<file path="config.mk">
export PLATFORM = sky130hd
export DESIGN_NAME = chrono_btn_ctrl
export DESIGN_NICKNAME = d
export VERILOG_FILES = /design/src/rtl/sw_pkg.sv /design/src/rtl/btn_filter.sv /design/src/rtl/tick_gen.sv /design/src/rtl/bcd_timer.sv /design/src/rtl/chrono_btn_ctrl.sv
export SDC_FILE = /design/constraint.sdc
export NUM_CORES = 1
export LEC_CHECK = 0
export BUFFER_PORTS_ARGS = -buffer_cell sky130_fd_sc_hd__buf_2
export CAP_MARGIN = 20
export CELL_PAD_IN_SITES_DETAIL_PLACEMENT = 0
export CELL_PAD_IN_SITES_GLOBAL_PLACEMENT = 2
export CORE_MARGIN = 2
export CORE_UTILIZATION = 38
export DETAILED_ROUTE_END_ITERATION = 10
export GPL_TIMING_DRIVEN = 0
export MAX_ROUTING_LAYER = met4
export PLACE_DENSITY = 0.87
export SETUP_SLACK_MARGIN = 0.02
export SLEW_MARGIN = 25
export SYNTH_ARGS = -nofsm -noshare
export SYNTH_HDL_FRONTEND = slang
export SYNTH_SLANG_ARGS = --single-unit
</file>
<file path="constraint.sdc">
create_clock -name clk_i -period 2.2 [get_ports clk_i]
set_input_delay 0.44 -clock clk_i [delete_from_list [all_inputs] [get_ports clk_i]]
set_output_delay 0.44 -clock clk_i [all_outputs]
set_load 0.01 [all_outputs]
</file>
<file path="src/rtl/sw_pkg.sv">
package sw_pkg;
  localparam int unsigned NDIG = 4;
  localparam logic [3:0] DASH_CODE = 4'hA;
  localparam logic [NDIG-1:0] DP_ONEHOT = 4'b0100;

  typedef enum logic [1:0] {
    ST_WAIT = 2'd0,
    ST_RUN  = 2'd1,
    ST_HOLD = 2'd2,
    ST_OVF  = 2'd3
  } sw_state_t;
endpackage

</file>
<file path="src/rtl/btn_filter.sv">
module btn_filter #(
  parameter int unsigned STABLE_CYC = 6_000_000
) (
  input  logic clk_i,
  input  logic rst_i,
  input  logic raw_i,
  output logic press_o
);
  localparam int unsigned CW = $clog2(STABLE_CYC + 1);
  localparam logic [CW-1:0] LIM = CW'(STABLE_CYC - 1);

  logic         sync1_q, sync2_q, level_q;
  logic [CW-1:0] run_q;

  always_ff @(posedge clk_i or posedge rst_i) begin
    if (rst_i) begin
      sync1_q <= 1'b0;
      sync2_q <= 1'b0;
      level_q <= 1'b0;
      run_q   <= '0;
      press_o <= 1'b0;
    end else begin
      sync1_q <= raw_i;
      sync2_q <= sync1_q;
      press_o <= 1'b0;
      if (sync2_q == level_q) begin
        run_q <= '0;
      end else if (run_q == LIM) begin
        level_q <= sync2_q;
        run_q   <= '0;
        press_o <= sync2_q;
      end else begin
        run_q <= run_q + 1'b1;
      end
    end
  end
endmodule

</file>
<file path="src/rtl/tick_gen.sv">
module tick_gen #(
  parameter int unsigned TICK_DIV = 1_000_000
) (
  input  logic clk_i,
  input  logic rst_i,
  input  logic en_i,
  output logic tick_o
);
  localparam int unsigned CW = $clog2(TICK_DIV + 1);
  localparam logic [CW-1:0] LAST = CW'(TICK_DIV - 1);

  logic [CW-1:0] cnt_q;

  always_ff @(posedge clk_i or posedge rst_i) begin
    if (rst_i) begin
      cnt_q  <= '0;
      tick_o <= 1'b0;
    end else if (!en_i) begin
      cnt_q  <= '0;
      tick_o <= 1'b0;
    end else if (cnt_q == LAST) begin
      cnt_q  <= '0;
      tick_o <= 1'b1;
    end else begin
      cnt_q  <= cnt_q + 1'b1;
      tick_o <= 1'b0;
    end
  end
endmodule

</file>
<file path="src/rtl/bcd_timer.sv">
module bcd_timer
  import sw_pkg::*;
(
  input  logic              clk_i,
  input  logic              rst_i,
  input  logic              clr_i,
  input  logic              step_i,
  output logic [4*NDIG-1:0] dig_o,
  output logic              carry_o
);
  logic [NDIG:0]   inc;
  logic [NDIG-1:0] at_top;

  assign inc[0]  = step_i;
  assign carry_o = inc[NDIG];

  for (genvar i = 0; i < NDIG; i++) begin : g_dig
    localparam logic [3:0] TOPV = (i == NDIG - 1) ? 4'd5 : 4'd9;
    logic [3:0] d_q;

    assign at_top[i]      = (d_q == TOPV);
    assign inc[i+1]       = inc[i] & at_top[i];
    assign dig_o[4*i +: 4] = d_q;

    always_ff @(posedge clk_i or posedge rst_i) begin
      if (rst_i)                  d_q <= 4'd0;
      else if (clr_i)             d_q <= 4'd0;
      else if (inc[i] && !inc[NDIG])
        d_q <= at_top[i] ? 4'd0 : d_q + 4'd1;
    end
  end
endmodule

</file>
<file path="src/rtl/chrono_btn_ctrl.sv">
module chrono_btn_ctrl
  import sw_pkg::*;
#(
  parameter int unsigned STABLE_CYC = 6_000_000,
  parameter int unsigned TICK_DIV   = 1_000_000
) (
  input  logic        clk_i,
  input  logic        rst_i,
  input  logic        btn_i,
  output logic [15:0] digits_o,
  output logic [3:0]  dp_sel_o,
  output logic        ovf_o
);
  sw_state_t   state_q, state_d;
  logic        press_evt, tick_w, carry_w, step_w, clr_w;
  logic [15:0] tmr_dig;

  btn_filter #(.STABLE_CYC(STABLE_CYC)) u_filt (
    .clk_i(clk_i), .rst_i(rst_i), .raw_i(btn_i), .press_o(press_evt)
  );

  tick_gen #(.TICK_DIV(TICK_DIV)) u_tick (
    .clk_i(clk_i), .rst_i(rst_i), .en_i(state_q == ST_RUN), .tick_o(tick_w)
  );

  assign step_w = tick_w && (state_q == ST_RUN);

  bcd_timer u_tmr (
    .clk_i(clk_i), .rst_i(rst_i), .clr_i(clr_w), .step_i(step_w),
    .dig_o(tmr_dig), .carry_o(carry_w)
  );

  always_comb begin
    state_d = state_q;
    unique case (state_q)
      ST_WAIT: if (press_evt) state_d = ST_RUN;
      ST_RUN: begin
        if (carry_w)        state_d = ST_OVF;
        else if (press_evt) state_d = ST_HOLD;
      end
      ST_HOLD: if (press_evt) state_d = ST_WAIT;
      ST_OVF:  if (press_evt) state_d = ST_WAIT;
      default: state_d = ST_WAIT;
    endcase
  end

  assign clr_w = (state_d == ST_WAIT) && (state_q != ST_WAIT);

  always_ff @(posedge clk_i or posedge rst_i) begin
    if (rst_i) state_q <= ST_WAIT;
    else       state_q <= state_d;
  end

  assign ovf_o    = (state_q == ST_OVF);
  assign digits_o = ovf_o ? {NDIG{DASH_CODE}} : tmr_dig;
  assign dp_sel_o = DP_ONEHOT;
endmodule

</file>
==> reports/results.ini <==
[clocking]
cts_setup_buffers = 0
cts.repair.resized = 3
path_clk_slew_ns = 0.07
cts_tree = done
ctsHtreeMaxLevel = 3
clockBufferDepth = 2
ctsHoldBuffers = 0
clock-root-buffer = clkbuf_8
cts_made_buffers = 9
clk_latency_ns = 0.34
numClockSinks = 66

[global_route]
grt_max_degree = 46
grt_pass1_vias = 2789
grt_usage = 0.1691
grt-ovfl-total = 0
grt_antenna_before_repair = 0
grt_pass1_wl_um = 13280

[floorplan]
initial_core_util = 0.3893
rows = 35
dieArea_mm2 = 0.01017
die_w_um = 100.8
die_h_um = 100.8
io_pins = 24
coreArea_mm2 = 0.009153

[worst_setup_path]
crit_chain = ha_4, nand2_2, or4_4, or4_1, a21oi_1
reg2reg_slack_ns = 0.17
cp.required_ns = 2.47
cp-end-kind = register
path_class = reg -> reg
crit_arrival_ns = 2.30
slowest_delay_ns = 0.57
path_max_fanout = 7
critical-path-slowest-cell = or4_4
worstSetupStartpointType = register
cpLargestDelayFamily = simple AND/OR/NAND/NOR gates
path_buf_inv = 0

[placed_design]
placed_area_mm2 = 0.003835
place_congestion = 0.8269
hpwl_um = 5232
portBuffers = 19

[routing]
ant_nets = 0
num_vias = 2822
dr.pass1.iters = 4
routed_via_density = 5.305
detail_route.wl_per_cell_um = 14.14
drt_first_iter_violations = 118
drt-total-wl_um = 7523
drc_errors = 0

[synth]
synthFlopType = dfrtp_1
yosysTopAreaCell = dfrtp_1
synth-edff-count = 0
avgSynthCellArea_um2 = 9.256
yosys-top-cells-area = dfrtp_1 (46%), nor2_1 (4.1%), a21oi_1 (3.9%)
synth_async_sr_flop_share = 1.000
ys_seq_area_frac = 0.4635
netlist_area_mm2 = 0.003563
yosysWarningCount = 0
synth_seq_cells = 66
synth_top_area_frac = 0.4635
ys_types = 44
syn_inst = 385

[cells_and_area]
nNetsFinal = 429
n_antenna_cell = 0
stdcell_area_mm2 = 0.004059
area_delta_synth_final_pct = 13.90
drive_above_1_share = 0.1449

[timing]
whs_ns = 0.05952
min_period_ns = 2.031
period_share = 0.9230
maxSlewViolCount = 0
max_slew_margin = 0.5959
setup_violations = 0
grt_setup_unrepaired = no
hold_viol_final = 0
maxClockFrequency_ghz = 0.4925
skew_ns = 0.005110
tightestPinTransition_ns = 0.5985

[run]
drv_cap = 0

[power_and_ir_drop]
finalPower_mw = 2.348
cellLeakagePower_nw = 1.717
powerDensity_mw_per_mm2 = 578.5
ir_drop_uv = 273.3

[min_path]
hp-class = in -> async

[outcome]
status = finished clean

==> routing by layer <==
| layer | part of all wire | vias to the layer above | global-route usage |
|---|---|---|---|
| li1 | - | 1428 | - |
| met1 | 0.49 | 1329 | 0.2253 |
| met2 | 0.46 | 52 | 0.2549 |
| met3 | 0.032 | 13 | 0.02982 |
| met4 | 0.018 | 0 | 0.07060 |
| met5 | 0 | - | - |
==> flip-flops by register name, summed over array words and instances, names as in the netlist <==
signal,flops
u_filt.level_q,1
u_filt.sync2_q,1
u_tmr.g_dig.d_q,16
u_tick.tick_o,1
u_filt.press_o,1
u_tick.cnt_q,20
u_filt.run_q,23
u_filt.sync1_q,1
state_q,2
==> worst reg2reg max path: stages (launching register included) <==
cell and delay [ns]:
dfrtp_1 0.45, ha_4 0.19, nand2_2 0.12, or4_4 0.57, or4_1 0.47, a21oi_1 0.15
==> synth_stat cells, drive strengths merged (2+ instances only) <==
library cell  instances
xor2                 14
nor2                 39
nand2b                5
inv                  15
xnor2                16
nand4                14
and3b                 4
nand3                25
nand2                29
nor4                 10
o21ai                14
dfrtp                66
conb                  2
nor3                 11
or3                  12
o31ai                 7
a21oi                29
clkbuf                9
a31o                  2
or4                   9
ha                   10
buf                   8
and3                  5
nand3b                5
and2                 12
nor4b                 2
==> final cells by class <==
class	instances	area [um^2]
Fill cell	889	5094
Sequential cell	66	1653
Multi-Input combinational cell	289	1803
Clock buffer	12	155.1
Inverter	15	58.81
Buffer	15	77.57
Tap cell	111	138.9
Clock inverter	4	50.05
Timing Repair Buffer	20	122.6
==> placed cells by master (no fill, tap or decap), drive strengths merged, types with 11 or more instances in the layout <==
cell type  Yosys  layout
a21oi         29      29
and2          12      12
buf            8      28
clkbuf         9      19
dfrtp         66      66
inv           15      15
nand2         29      29
nand3         25      25
nand4         14      14
nor2          39      39
nor3          11      11
o21ai         14      14
or3           12      12
xnor2         16      16
xor2          14      14
==> worst paths after layout <==
path                                                          end  cells after the start                      start
worst max-delay path                   u_filt.run_q[22]$_DFF_PP0_                      5  u_filt.run_q[1]$_DFF_PP0_
worst min-delay path            u_tmr.g_dig[2].d_q[0]$_DFFE_PP0P_                      2                      rst_i
worst max register to register         u_filt.run_q[22]$_DFF_PP0_                      5  u_filt.run_q[1]$_DFF_PP0_
worst min register to register           u_filt.sync2_q$_DFF_PP0_                      0   u_filt.sync1_q$_DFF_PP0_
max in group asynchronous               u_filt.run_q[0]$_DFF_PP0_                      3                      rst_i
min in group clk_i                       u_filt.sync1_q$_DFF_PP0_                      1                      btn_i
==> per-stage QoR <==
step	TNS, ns	worst slack [ns]	cells	utilization
finish	0	0.1695	532	0.4435
global route	0	0.02260	532	0.4435
CTS	0	0.03273	534	0.4420
detailed placement	-0.2268	-0.03404	518	0.4190
global placement	-56.29	-0.8566	517	0.4157
floorplan	0	0.1052	387	-
==> where the power goes <==
part,switching (mW),internal [mW]
clock network,0.473,0.584
registers,0.0104,1.22
logic,0.0405,0.0212
total,0.524,1.82
==> cell families (layout without fill, tap and decap cells) <==
kind of cell               count (synthesis)  after routing  share of synthesized area
and+or+nand+nor                          186            186                     0.2872
DFF                                       66             66                     0.4635
AOI/OAI and AO/OA                         58             58                    0.09621
buffers and inverters                     32             66                    0.03897
xor gates and xnor gates                  30             30                    0.07374
adders and majority gates                 10             10                    0.03511
other                                      2              4                   0.002108
muxes                                      1              1                   0.003160
(Power assumes the default switching activity.)
